==> config.mk <==
export PLATFORM = sky130hd
export DESIGN_NAME = scl_gen
export DESIGN_NICKNAME = d
export VERILOG_FILES = /design/src/rtl/scl_gen.sv
export SDC_FILE = /design/constraint.sdc
export NUM_CORES = 1
export LEC_CHECK = 0
export CORE_MARGIN = 5
export CORE_UTILIZATION = 25
export DETAILED_ROUTE_END_ITERATION = 16
export PLACE_DENSITY = 0.46
export SLEW_MARGIN = 20
export SYNTH_ARGS = -nofsm -noshare
export SYNTH_HDL_FRONTEND = slang
export SYNTH_SLANG_ARGS = --single-unit
export TNS_END_PERCENT = 1
==> constraint.sdc <==
create_clock -name clk -period 2.57 [get_ports clk]
set_input_delay 0.257 -clock clk [delete_from_list [all_inputs] [get_ports clk]]
set_output_delay 0.257 -clock clk [all_outputs]
set_load 0.01 [all_outputs]
==> src/rtl/scl_gen.sv <==
module scl_gen #(
  parameter int CW   = 16,
  parameter int HMIN = 6,
  parameter int LMIN = 8,
  parameter int OVH  = 8
) (
  input  logic          clk,
  input  logic          rst_n,
  input  logic          enable,
  input  logic          fast_mode,
  input  logic          cfg_we,
  input  logic [1:0]    cfg_addr,
  input  logic [CW-1:0] cfg_wdata,
  input  logic          cmd_bit,
  input  logic          cmd_hold,
  input  logic          scl_in,
  output logic          scl_out,
  output logic          ready,
  output logic          low_done,
  output logic          high_done
);
  localparam int RW = CW + 1;
  localparam logic [RW-1:0] HADD = RW'(OVH - 2);

  typedef enum logic [1:0] {S_IDLE, S_LOW, S_HIGH} st_t;

  st_t           st;
  logic [CW-1:0] std_hi, std_lo, fst_hi, fst_lo;
  logic [RW-1:0] cnt;
  logic          fast_q, first, scl_s;

  function automatic logic [RW-1:0] clamp(input logic [CW-1:0] v, input int lo);
    return (v < CW'(lo)) ? RW'(lo) : {1'b0, v};
  endfunction

  wire [CW-1:0] lo_sel  = fast_mode ? fst_lo : std_lo;
  wire [CW-1:0] hi_sel  = fast_q ? fst_hi : std_hi;
  wire [RW-1:0] hi_load = clamp(hi_sel, HMIN) + HADD;
  wire          at_zero = (cnt == '0);

  assign scl_out   = (st != S_LOW);
  assign low_done  = (st == S_LOW) && at_zero;
  assign high_done = (st == S_HIGH) && !first && scl_s && at_zero;
  assign ready     = enable && ((st == S_IDLE) || high_done);

  wire accept = ready && (cmd_bit || cmd_hold);

  always_ff @(posedge clk or negedge rst_n)
    if (!rst_n) begin
      std_hi <= '0;
      std_lo <= '0;
      fst_hi <= '0;
      fst_lo <= '0;
    end else if (cfg_we && !enable) begin
      case (cfg_addr)
        2'd0: std_hi <= cfg_wdata;
        2'd1: std_lo <= cfg_wdata;
        2'd2: fst_hi <= cfg_wdata;
        default: fst_lo <= cfg_wdata;
      endcase
    end

  always_ff @(posedge clk or negedge rst_n)
    if (!rst_n) scl_s <= 1'b1;
    else        scl_s <= scl_in;

  always_ff @(posedge clk or negedge rst_n)
    if (!rst_n) begin
      st     <= S_IDLE;
      cnt    <= '0;
      fast_q <= 1'b0;
      first  <= 1'b0;
    end else if (!enable) begin
      st    <= S_IDLE;
      cnt   <= '0;
      first <= 1'b0;
    end else if (accept) begin
      fast_q <= fast_mode;
      if (cmd_bit) begin
        st  <= S_LOW;
        cnt <= clamp(lo_sel, LMIN);
      end else begin
        st    <= S_HIGH;
        first <= 1'b1;
      end
    end else begin
      case (st)
        S_LOW:
          if (at_zero) begin
            st    <= S_HIGH;
            first <= 1'b1;
          end else cnt <= cnt - 1'b1;
        S_HIGH:
          if (first || !scl_s) begin
            cnt   <= hi_load;
            first <= 1'b0;
          end else if (at_zero) st <= S_IDLE;
          else cnt <= cnt - 1'b1;
        default: ;
      endcase
    end


  low_release_chk: assert property (@(posedge clk) disable iff (!rst_n)
    low_done |=> scl_out);


  disable_idle_chk: assert property (@(posedge clk) disable iff (!rst_n)
    !enable |=> (scl_out && !low_done && !high_done));


  fall_cause_chk: assert property (@(posedge clk) disable iff (!rst_n)
    $fell(scl_out) |-> $past(cmd_bit && ready));


  cfg_lock_chk: assert property (@(posedge clk) disable iff (!rst_n)
    (cfg_we && enable) |=> ($stable(std_hi) && $stable(std_lo) && $stable(fst_hi) && $stable(fst_lo)));


  high_line_chk: assert property (@(posedge clk) disable iff (!rst_n)
    high_done |-> $past(scl_in));
endmodule

# --- Yosys cells after proc, flatten, opt, wreduce, memory -nomap -nowiden ---
# Cells that the tools add are included.
classes:
  n_eq_ne: 12
  n_reduce_logical: 25
  mux: 23
  bitwise: 1
  addsub: 2
  magnitude_cmp: 2
ops:
  columns: ["cell", "count"]
  rows:
  - ["17-bit 2-to-1 mux", 5]
  - ["16-bit 2-to-1 mux", 4]
  - ["17-bit one-hot mux with 2 select lines", 1]
  - ["16-bit by 3-bit adder with 17-bit output (second input constant)", 1]
  - ["17-bit logical NOT", 1]
  - ["17-bit by 1-bit subtractor with 17-bit output (second input constant)", 1]
  - ["16-bit by 3-bit < comparator with 1-bit output (second input constant)", 1]
  - ["16-bit by 4-bit < comparator with 1-bit output (second input constant)", 1]
  - ["2-bit 2-to-1 mux", 6]
  - ["4-bit != test (second input constant)", 3]
  - ["2-bit AND reduction", 6]
  - ["4-bit AND reduction", 2]
  - ["1-bit logical AND", 7]
  - ["3-bit != test (second input constant)", 2]
  - ["1-bit 2-to-1 mux", 5]
  - ["2-bit by 1-bit equality test with 1-bit output (second input constant)", 2]
  - ["2-bit equality test (second input constant)", 2]
  - ["2-bit logical NOT", 2]
  - ["4-bit by 1-bit != test with 1-bit output (second input constant)", 1]
  - ["4-bit by 3-bit != test with 1-bit output (second input constant)", 1]
  - ["2-bit one-hot mux with 2 select lines", 1]
  - ["1-bit logical NOT", 3]
  - ["1-bit logical OR", 3]
  - ["3-bit OR reduction", 1]
  - ["other kinds (3)", 3]
word_totals:
  wordCells: 74
  output_inout_bits: 4
  ff_bits: 86
  inputBits: 26

# --- Depth between registers and ports, before layout ---
# Gate-level depths: netlist of the first run.
depth:
  word_depth: 9
  depth_mapped: 14

# --- Worst setup path after synthesis of the first run ---
# No wires, ideal clock.
synth_path:
  path_kind: "register to register"
  start: "register fast_q"
  end: "register cnt[7]"
  t_arrival_ns: 2.614
  period_less_slack_ns: 2.744
  path_slack_ns: -0.174
  path_stages_with_launch: 14
  n_path_buf: 2
  setup_ns: 0.130
  required_time_ns: 2.440
  path_cell_list: "dfrtp_1 > buf_4 > nor4_1 > nand3_1 > a211oi_2 > a211oi_1 > ha_1 > clkbuf_1 > nand2b_1 > a21oi_1 > xor2_1 > or3_1 > o221ai_1 > o21ai_0"
synth_between:
  elab_chain_cells: 8
synth_rtl:
  columns: ["element", "line", "text"]
  rows:
  - ["start, declared", "30", "logic fast_q, first, scl_s;"]
  - ["start signal, assigned", "78", "fast_q <= fast_mode;"]
  - ["16-bit 2-to-1 mux (*)", "37", "wire [CW-1:0] hi_sel = fast_q ? fst_hi : std_hi;"]
  - ["16-bit by 3-bit < comparator with 1-bit output", "33", "return (v < CW'(lo)) ? RW'(lo) : {1'b0, v};"]
  - ["16-bit 2-to-1 mux (*)", "33", null]
  - ["16-bit by 3-bit adder with 17-bit output (*)", "38", "wire [RW-1:0] hi_load = clamp(hi_sel, HMIN) + HADD;"]
  - ["17-bit 2-to-1 mux (*)", "94", "if (first || !scl_s) begin"]
  - ["17-bit one-hot mux with 2 select lines (*)", "87", "case (st)"]
  - ["17-bit 2-to-1 mux (*)", "77", "end else if (accept) begin"]
  - ["17-bit 2-to-1 mux (*)", "73", "end else if (!enable) begin"]
  - ["end signal, assigned", "81", "cnt <= clamp(lo_sel, LMIN);"]
  - ["end signal, assigned", "95", "cnt <= hi_load;"]
  - ["end signal, assigned", "98", "else cnt <= cnt - 1'b1;"]
  - ["end, declared", "29", "logic [RW-1:0] cnt;"]
# Mark *: on every way between the ends. The rest lies on a longest branch, timed or not.
# A chain may end at the register's enable or synchronous reset.

# --- Worst setup path after layout of the first run ---
layout_path:
  start: "register fast_q"
  end: "register cnt[11]"
# The elaborated chain is that of the path after synthesis.

==> flow_summary.html, run 1 <==
<table>
<tr><th>Metric</th><th>Value</th></tr>
<tr><th colspan="2">STA</th></tr>
<tr><td>Max Transition Viols Final</td><td>0</td></tr>
<tr><td>Slew Limit Headroom</td><td>46.7%</td></tr>
<tr><td>Highest clock rate</td><td>390 MHz</td></tr>
<tr><td>Endpoints failing hold</td><td>0</td></tr>
<tr><td>Tightest Pin Transition</td><td>800 ps</td></tr>
<tr><td>Sum Neg Setup Slack</td><td>0 ps</td></tr>
<tr><td>Setup-violating endpoint count in the final report</td><td>0</td></tr>
<tr><td>Worst Skew</td><td>between 10 and 15 ps</td></tr>
<tr><td>Post-route minimum period</td><td>2560 ps</td></tr>
<tr><td>Min setup slack post-route</td><td>8.70 ps</td></tr>
<tr><td>Portion of the clock cycle consumed by the worst path in the final layout</td><td>roughly 100%</td></tr>
<tr><td>Smallest hold slack</td><td>316 ps</td></tr>
<tr><td>Unrepaired setup endpoints after global routing</td><td>true</td></tr>
<tr><th colspan="2">Floorplanning</th></tr>
<tr><td>Chip Width</td><td>between 150 and 200 µm</td></tr>
<tr><td>Die outline area</td><td>24,200 µm²</td></tr>
<tr><td>Initial Util</td><td>25.3%</td></tr>
<tr><td>Site row count</td><td>53</td></tr>
<tr><td>Top-Level Pins</td><td>30</td></tr>
<tr><td>Core area</td><td>21,000 µm²</td></tr>
<tr><td>Die extent in y</td><td>about 160 µm</td></tr>
<tr><th colspan="2">Clock network</th></tr>
<tr><td>Clock root cell</td><td>sky130_fd_sc_hd__clkbuf_16</td></tr>
<tr><td>Reg clk slew, reported paths</td><td>70 ps</td></tr>
<tr><td>Maximum buffer depth of the clock tree</td><td>2</td></tr>
<tr><td>Number of buffers inserted during clock tree synthesis</td><td>9</td></tr>
<tr><td>Worst skew pair latency</td><td>350 ps</td></tr>
<tr><td>H-tree depth reported by CTS</td><td>3</td></tr>
<tr><td>TritonCTS Sinks</td><td>86</td></tr>
<tr><td>CTS tree</td><td>built</td></tr>
<tr><th colspan="2">Routing</th></tr>
<tr><td>Routed WL per cell</td><td>between 15 and 20 µm</td></tr>
<tr><td>Via total after detailed routing</td><td>around 4,400</td></tr>
<tr><td>Drt first pass iters</td><td>4</td></tr>
<tr><td>Aggregate routed wire length</td><td>16,700 µm</td></tr>
<tr><td>Detailed Route Iter0 Violations</td><td>308</td></tr>
<tr><td>Remaining routing DRC violations</td><td>0</td></tr>
<tr><td>Post-detailed-route count of antenna-violating nets</td><td>0</td></tr>
<tr><td>Ratio of routed vias to standard cells</td><td>between 4 and 5</td></tr>
<tr><th colspan="2">Setup path</th></tr>
<tr><td>Buf/Inv on CP</td><td>1</td></tr>
<tr><td>Classification of the worst setup path</td><td>flop to flop</td></tr>
<tr><td>Crit-path slowest cell</td><td>sky130_fd_sc_hd__dfrtp_2</td></tr>
<tr><td>Kind of end point of the critical path</td><td>flop</td></tr>
<tr><td>Arrival time at the worst endpoint</td><td>2830 ps</td></tr>
<tr><td>Critical path launch point type</td><td>flop</td></tr>
<tr><td>Required time worst endpoint</td><td>2840 ps</td></tr>
<tr><td>CP Cell Sequence</td><td>buf_4 &gt; nor3_2 &gt; a22oi_2 &gt; a211oi_4 &gt; a211oi_2 &gt; ha_2 &gt; nand2b_4 &gt; o311ai_2 &gt; o41a_1 &gt; o2111ai_1 &gt; a21oi_1</td></tr>
<tr><td>Maximum fanout encountered on the critical timing path</td><td>8</td></tr>
<tr><td>Family with the most delay on the worst path</td><td>compound AO/OA/AOI/OAI gates</td></tr>
<tr><td>Peak per-stage delay on the critical path</td><td>between 400 and 500 ps</td></tr>
<tr><th colspan="2">Logic synthesis</th></tr>
<tr><td>Mean Syn Cell Area</td><td>10.8 µm²</td></tr>
<tr><td>Largest family of logic cells by synthesized area</td><td>multiplexers</td></tr>
<tr><td>Synth Cell Area</td><td>approximately 5300 µm²</td></tr>
<tr><td>Area fraction in and, or, nand and nor cells after synthesis</td><td>approximately 16%</td></tr>
<tr><td>Syn. warnings</td><td>0</td></tr>
<tr><td>Synthesized-area fraction occupied by xor and xnor cells</td><td>2.81%</td></tr>
<tr><td>Flip-flop and latch count after synthesis</td><td>86</td></tr>
<tr><td>Cell count after synthesis</td><td>491</td></tr>
<tr><td>Arithmetic-cell share of the synthesized area counting full adders, half adders and majority gates</td><td>1.18%</td></tr>
<tr><td>Dominant synthesized flop cell</td><td>sky130_fd_sc_hd__dfrtp_1</td></tr>
<tr><td>Compound-Gate Fraction of Synth Area</td><td>about 15%</td></tr>
<tr><td>Number of enable flip-flop cells after synthesis</td><td>0</td></tr>
<tr><td>Part of the Yosys area used for sequential elements</td><td>40.6%</td></tr>
<tr><td>Synth cell types</td><td>slightly below 80</td></tr>
<tr><td>Synthesized net count</td><td>522</td></tr>
<tr><td>Mux share of post-synthesis cell area</td><td>about a fifth</td></tr>
<tr><td>Fraction of registers with async set or reset after synthesis</td><td>100%</td></tr>
<tr><th colspan="2">Global routing</th></tr>
<tr><td>Number of global-route vias before repair</td><td>~4,600</td></tr>
<tr><td>Grt peak-use layer</td><td>met2</td></tr>
<tr><td>Met1 routing resource usage after global routing</td><td>19.3%</td></tr>
<tr><td>Global-route wire length before repair</td><td>26,400 µm</td></tr>
<tr><td>Gr ovfl total</td><td>0</td></tr>
<tr><td>Grt met3 use</td><td>1.89%</td></tr>
<tr><td>Global-route track usage on met2</td><td>22.7%</td></tr>
<tr><td>All-Layer GR Usage</td><td>14.1%</td></tr>
<tr><td>Largest net degree at the start of global routing</td><td>87</td></tr>
<tr><td>Number of antenna violations at the first check in global routing</td><td>0</td></tr>
<tr><th colspan="2">Place</th></tr>
<tr><td>Worst slack at placement</td><td>-276 ps</td></tr>
<tr><td>Final weighted congestion of routability-driven global placement</td><td>0.855</td></tr>
<tr><td>Number of buffer cells added on primary ports</td><td>29</td></tr>
<tr><td>Detailed placement HPWL</td><td>12,800 µm</td></tr>
<tr><th colspan="2">Layout</th></tr>
<tr><td>Share of layout cells above drive strength 1</td><td>39.7%</td></tr>
<tr><td>Antenna diode count</td><td>0</td></tr>
<tr><td>Commonest cells after routing, fill and taps aside</td><td>sky130_fd_sc_hd__buf_4 (88), sky130_fd_sc_hd__dfrtp_1 (84), sky130_fd_sc_hd__mux2_2 (80)</td></tr>
<tr><td>Net count, final</td><td>629</td></tr>
<tr><td>Layout overhead on the synthesized area</td><td>32.0%</td></tr>
<tr><td>Most common cell after layout, fill and taps aside</td><td>sky130_fd_sc_hd__buf_4</td></tr>
<tr><th colspan="2">Power and ir drop</th></tr>
<tr><td>Total Power</td><td>6.92 mW</td></tr>
<tr><td>PwrDens</td><td>around 1000 nW/µm²</td></tr>
<tr><td>Static leakage power</td><td>2.82 nW</td></tr>
<tr><td>Maximum resistive drop on vdd</td><td>0.303 mV</td></tr>
<tr><th colspan="2">Flow run</th></tr>
<tr><td>Max-cap violations</td><td>0</td></tr>
<tr><th colspan="2">Status</th></tr>
<tr><td>Result of the run</td><td>finished clean</td></tr>
<tr><th colspan="2">Hold path</th></tr>
<tr><td>Type of the tightest min-delay check</td><td>input pin to flop</td></tr>
</table>
==> per-stage QoR <==
stage | util, % | area [µm²] | instances
floorplan | - | 5330 | 491
global placement | 31.0 | 6490 | 855
detailed placement | 31.0 | 6490 | 855
CTS | 32.7 | 6850 | 874
global route | 33.4 | 6990 | 877
finish | 33.4 | 6990 | 877
==> final timing paths <==
kind                            from        end  slack [ps]  cells after the start
setup / recovery              fast_q    cnt[11]           9                     11
hold / removal                scl_in      scl_s         320                      1
setup reg to reg              fast_q    cnt[11]           9                     11
hold reg to reg            fst_lo[0]  fst_lo[0]         510                      1
max in group asynchronous      rst_n     fast_q        1680                      3
min in group asynchronous      rst_n     cnt[4]         480                      3
==> cell families (layout without fill, tap and decap cells) <==
kind of cell | after synthesis | count (layout)
AND/OR/NAND/NOR | 147 | 147
AO/OA/AOI/OAI | 101 | 101
multiplexers | 99 | 99
flip-flops | 86 | 86
buffers and inverters | 36 | 147
XOR/XNOR | 17 | 17
adder cells (fa/ha/maj) | 5 | 5
==> flip-flops by register name, indices dropped and copies added, names as in the netlist <==
signal / flops
first: 1
std_hi: 16
st: 2
cnt: 17
std_lo: 16
scl_s: 1
fast_q: 1
fst_hi: 16
fst_lo: 16
==> final cells by class <==
type                            count  area [µm²]
Fill cell                        2186       14000
Sequential cell                    86        2150
Multi-Input combinational cell    369        3140
Timing Repair Buffer              122        1040
Clock buffer                        9         225
Tap cell                          275         344
Inverter                           10        37.5
Clock inverter                      6        47.5
==> power breakdown <==
group	switching (mW)	total, mW	internal [mW]	leakage, nW
clock network	0.579	1.23	0.655	0.120
registers	0.305	2.00	1.69	1.05
logic	1.88	3.69	1.81	1.65
==> synthesized netlist by cell type, drive strengths merged (4+ instances only) <==
cell type | count | share of area (%)
a211oi | 10 | 1.5
a21oi | 16 | 1.5
a221oi | 4 | 0.99
a32oi | 5 | 0.83
and3 | 7 | 0.83
buf | 15 | 2.0
clkbuf | 11 | 0.85
dfrtp | 85 | 40
ha | 5 | 1.2
inv | 10 | 0.71
mux2 | 81 | 17
mux2i | 18 | 3.4
nand2 | 31 | 2.2
nand2b | 7 | 0.83
nand3 | 14 | 1.7
nand4 | 4 | 0.76
nand4b | 4 | 0.66
nor2 | 19 | 1.3
nor2b | 4 | 0.47
nor3 | 22 | 2.6
nor3b | 4 | 0.57
nor4 | 10 | 1.5
o211ai | 5 | 0.80
o21ai | 21 | 2.0
o22ai | 4 | 0.47
or2 | 4 | 0.47
xnor2 | 12 | 2.0
xor2 | 5 | 0.83
==> what timing repair did <==
item / in CTS / in global routing
buffers inserted: 3 / 3
hold buffers: 1 / 0
pin swaps: 3 / 11
resized for setup: 15 / 23
endpoints found under the setup margin: 10 / 11
hold endpoints to repair: 85 / 0
==> metal layers <==
metal  vias up  share of wire [%]
li1       2084                  -
met1      2175                 47
met2        88                 48
met3        22                3.2
met4         0                2.3
met5         -                  0
Note: power is estimated with default switching activity, not from simulation.
==> inputs of run 2 (changes only) <==
- SETUP_SLACK_MARGIN: not set -> 0.5
==> flow_summary.html, run 2 (same netlist as run 1, synthesis figures left out) <==
<table>
<tr><th>Metric</th><th>Value</th></tr>
<tr><th colspan="2">Routing</th></tr>
<tr><td>Aggregate routed wire length</td><td>16,600 µm (-0.85%)</td></tr>
<tr><td>Post-detailed-route count of antenna-violating nets</td><td>0 (unchanged)</td></tr>
<tr><td>Drt first pass iters</td><td>5 (+1)</td></tr>
<tr><td>Detailed Route Iter0 Violations</td><td>181 (-41%)</td></tr>
<tr><td>Ratio of routed vias to standard cells</td><td>5.00 (+0.41%)</td></tr>
<tr><td>Routed WL per cell</td><td>19.1 µm (+0.29%)</td></tr>
<tr><td>Remaining routing DRC violations</td><td>0 (unchanged)</td></tr>
<tr><td>Via total after detailed routing</td><td>4,337 (-0.73%)</td></tr>
<tr><th colspan="2">Clock network</th></tr>
<tr><td>Reg clk slew, reported paths</td><td>70 ps (about the same)</td></tr>
<tr><td>Number of buffers inserted during clock tree synthesis</td><td>9 (unchanged)</td></tr>
<tr><td>Worst skew pair latency</td><td>360 ps (about the same)</td></tr>
<tr><td>Clock root cell</td><td>sky130_fd_sc_hd__clkbuf_16</td></tr>
<tr><td>TritonCTS Sinks</td><td>86 (unchanged)</td></tr>
<tr><td>H-tree depth reported by CTS</td><td>3 (unchanged)</td></tr>
<tr><td>CTS tree</td><td>built</td></tr>
<tr><td>Maximum buffer depth of the clock tree</td><td>2 (unchanged)</td></tr>
<tr><th colspan="2">Place</th></tr>
<tr><td>Detailed placement HPWL</td><td>12,600 µm (-1.4%)</td></tr>
<tr><td>Worst slack at placement</td><td>-431 ps (-155 ps)</td></tr>
<tr><td>Number of instances in the placed design</td><td>846 (-1.1%)</td></tr>
<tr><td>Number of buffer cells added on primary ports</td><td>29 (unchanged)</td></tr>
<tr><td>Final weighted congestion of routability-driven global placement</td><td>0.891 (+4.3%)</td></tr>
<tr><th colspan="2">Power and ir drop</th></tr>
<tr><td>PwrDens</td><td>1050 nW/µm² (+5.8%)</td></tr>
<tr><td>Maximum resistive drop on vdd</td><td>0.379 mV (+25%)</td></tr>
<tr><td>Static leakage power</td><td>2.84 nW (+0.55%)</td></tr>
<tr><th colspan="2">Status</th></tr>
<tr><td>Result of the run</td><td>finished, violations left</td></tr>
<tr><td>Violated checks</td><td>setup timing</td></tr>
<tr><th colspan="2">Layout</th></tr>
<tr><td>Most common cell after layout, fill and taps aside</td><td>sky130_fd_sc_hd__dfrtp_1</td></tr>
<tr><td>Layout overhead on the synthesized area</td><td>34.1%</td></tr>
<tr><td>Area used by multi-input combinational logic</td><td>3270 µm² (+3.9%)</td></tr>
<tr><td>Register containing the most flip-flops in the final layout</td><td>cnt</td></tr>
<tr><td>Fill count</td><td>2,153 (-1.5%)</td></tr>
<tr><td>Fin util</td><td>33.9% (+0.53 points)</td></tr>
<tr><td>Antenna diode count</td><td>0 (unchanged)</td></tr>
<tr><td>Share of layout cells above drive strength 1</td><td>42.4% (+2.7 points)</td></tr>
<tr><td>Fin cells</td><td>867 (-1.1%)</td></tr>
<tr><td>Footprint of the flip-flops and latches</td><td>2150 µm² (about the same)</td></tr>
<tr><td>Flip-flop count of the largest register after layout</td><td>17 (unchanged)</td></tr>
<tr><td>Net count, final</td><td>618 (-1.7%)</td></tr>
<tr><td>Commonest cells after routing, fill and taps aside</td><td>sky130_fd_sc_hd__dfrtp_1 (85), sky130_fd_sc_hd__mux2_2 (80), sky130_fd_sc_hd__buf_4 (72)</td></tr>
<tr><th colspan="2">STA</th></tr>
<tr><td>Slew Limit Headroom</td><td>43.8% (-2.9 points)</td></tr>
<tr><td>Unrepaired setup endpoints after global routing</td><td>true</td></tr>
<tr><td>Max Transition Viols Final</td><td>0 (unchanged)</td></tr>
<tr><td>Tightest Pin Transition</td><td>844 ps (+44.0 ps)</td></tr>
<tr><td>Portion of the clock cycle consumed by the worst path in the final layout</td><td>100% (+0.66 points)</td></tr>
<tr><td>Min setup slack post-route</td><td>-8.19 ps (-16.9 ps)</td></tr>
<tr><td>Setup-violating endpoint count in the final report</td><td>1 (+1)</td></tr>
<tr><td>Worst Skew</td><td>7.73 ps (-4.06 ps)</td></tr>
<tr><td>Endpoints failing hold</td><td>0 (unchanged)</td></tr>
<tr><td>Highest clock rate</td><td>388 MHz (-0.66%)</td></tr>
<tr><td>Smallest hold slack</td><td>313 ps (-3.15 ps)</td></tr>
<tr><td>Post-route minimum period</td><td>2580 ps (+16.9 ps)</td></tr>
<tr><td>Sum Neg Setup Slack</td><td>-8.19 ps (-8.19 ps)</td></tr>
<tr><th colspan="2">Floorplanning</th></tr>
<tr><td>Top-Level Pins</td><td>30 (unchanged)</td></tr>
<tr><td>Core area</td><td>21,000 µm² (unchanged)</td></tr>
<tr><td>Site row count</td><td>53 (unchanged)</td></tr>
<tr><td>Die outline area</td><td>24,200 µm² (unchanged)</td></tr>
<tr><td>Initial Util</td><td>25.3% (unchanged)</td></tr>
<tr><td>Chip Width</td><td>156 µm (unchanged)</td></tr>
<tr><td>Die extent in y</td><td>156 µm (unchanged)</td></tr>
<tr><th colspan="2">Global routing</th></tr>
<tr><td>All-Layer GR Usage</td><td>14.0% (-0.13 points)</td></tr>
<tr><td>Number of antenna violations at the first check in global routing</td><td>0 (unchanged)</td></tr>
<tr><td>Gr ovfl total</td><td>0 (unchanged)</td></tr>
<tr><td>Largest net degree at the start of global routing</td><td>50 (-43%)</td></tr>
<tr><td>Number of global-route vias before repair</td><td>4,546 (-0.70%)</td></tr>
<tr><td>Global-route wire length before repair</td><td>26,200 µm (-1.0%)</td></tr>
<tr><th colspan="2">Hold path</th></tr>
<tr><td>Type of the tightest min-delay check</td><td>input pin to flop</td></tr>
<tr><th colspan="2">Setup path</th></tr>
<tr><td>Arrival time at the worst endpoint</td><td>2800 ps (-30 ps)</td></tr>
<tr><td>Classification of the worst setup path</td><td>flop to flop</td></tr>
<tr><td>Maximum fanout encountered on the critical timing path</td><td>8 (unchanged)</td></tr>
<tr><td>Critical path launch point type</td><td>flop</td></tr>
<tr><td>Kind of end point of the critical path</td><td>flop</td></tr>
<tr><td>Required time worst endpoint</td><td>2800 ps (-40 ps)</td></tr>
<tr><th colspan="2">Flow run</th></tr>
<tr><td>Max-cap violations</td><td>0 (unchanged)</td></tr>
</table>
## run 2: changes by cell type in the layout (fill, tap and decap cells not counted), sizes merged
cell	previous run	this run
inv	11	12
dlygate4sd2	3	1
buf	93	85
dlymetal6s2s	1	0
bufinv	0	3
clkinvlp	4	1
## run 2: report_power, final
group | internal, mW | switching, mW
clock network | 0.965 | 0.592
registers | 1.69 | 0.320
logic | 1.89 | 1.98
total | 4.54 | 2.90
## run 2: cell type report
type	instances	area share, %
sequential	86	30.3
clock buffer	9	3.17
tap	275	4.84
inverter	10	0.528
clock inverter	7	1.81
timing repair buffer	111	13.3
multi-input combinational	369	46.0
## run 2: stage by stage
stage / power (mW) / cell area [µm²]
final: 7.44 / 7100
after global routing: 7.86 / 7100
after CTS: 7.40 / 7050
after detailed placement: 5.43 / 6450
after global placement: 5.42 / 6450
after floorplan: 4.18 / 5380
## run 2: worst paths after layout
check,from,endpoint,slack (ps),cells past startpoint
max,fast_q,cnt[5],-8,11
min,scl_in,scl_s,310,1
max reg2reg,fast_q,cnt[5],-8,11
min reg2reg,fst_hi[0],fst_hi[0],510,1
max in group asynchronous,rst_n,std_hi[13],1480,3
min in group asynchronous,rst_n,cnt[4],430,2
## run 2: critical path, stage by stage (launching register included)
cell	delay [ps]
sky130_fd_sc_hd__dfrtp_1	390
sky130_fd_sc_hd__buf_6	160
sky130_fd_sc_hd__nor4b_4	210
sky130_fd_sc_hd__nand3_2	130
sky130_fd_sc_hd__a211oi_4	380
sky130_fd_sc_hd__a211oi_2	90
sky130_fd_sc_hd__ha_4	220
sky130_fd_sc_hd__buf_4	140
sky130_fd_sc_hd__o221ai_1	220
sky130_fd_sc_hd__a21oi_1	70
sky130_fd_sc_hd__a221oi_1	340
sky130_fd_sc_hd__o21ai_1	100
## run 2: metal layers
metal	part of all wire (%)	track usage, %	wire length [µm]
met1	48	19.3	7930
met2	47	22.7	7820
met3	3.5	2.55	577
met4	1.4	3.50	231
met5	0	0	0
## run 2: timing repair
action	in CTS	in global routing
endpoints found under the hold margin	36	0
buffers inserted	2	2
gates resized for setup	71	9
pin swaps	22	12
hold buffers	1	0
endpoints found under the setup margin	24	24
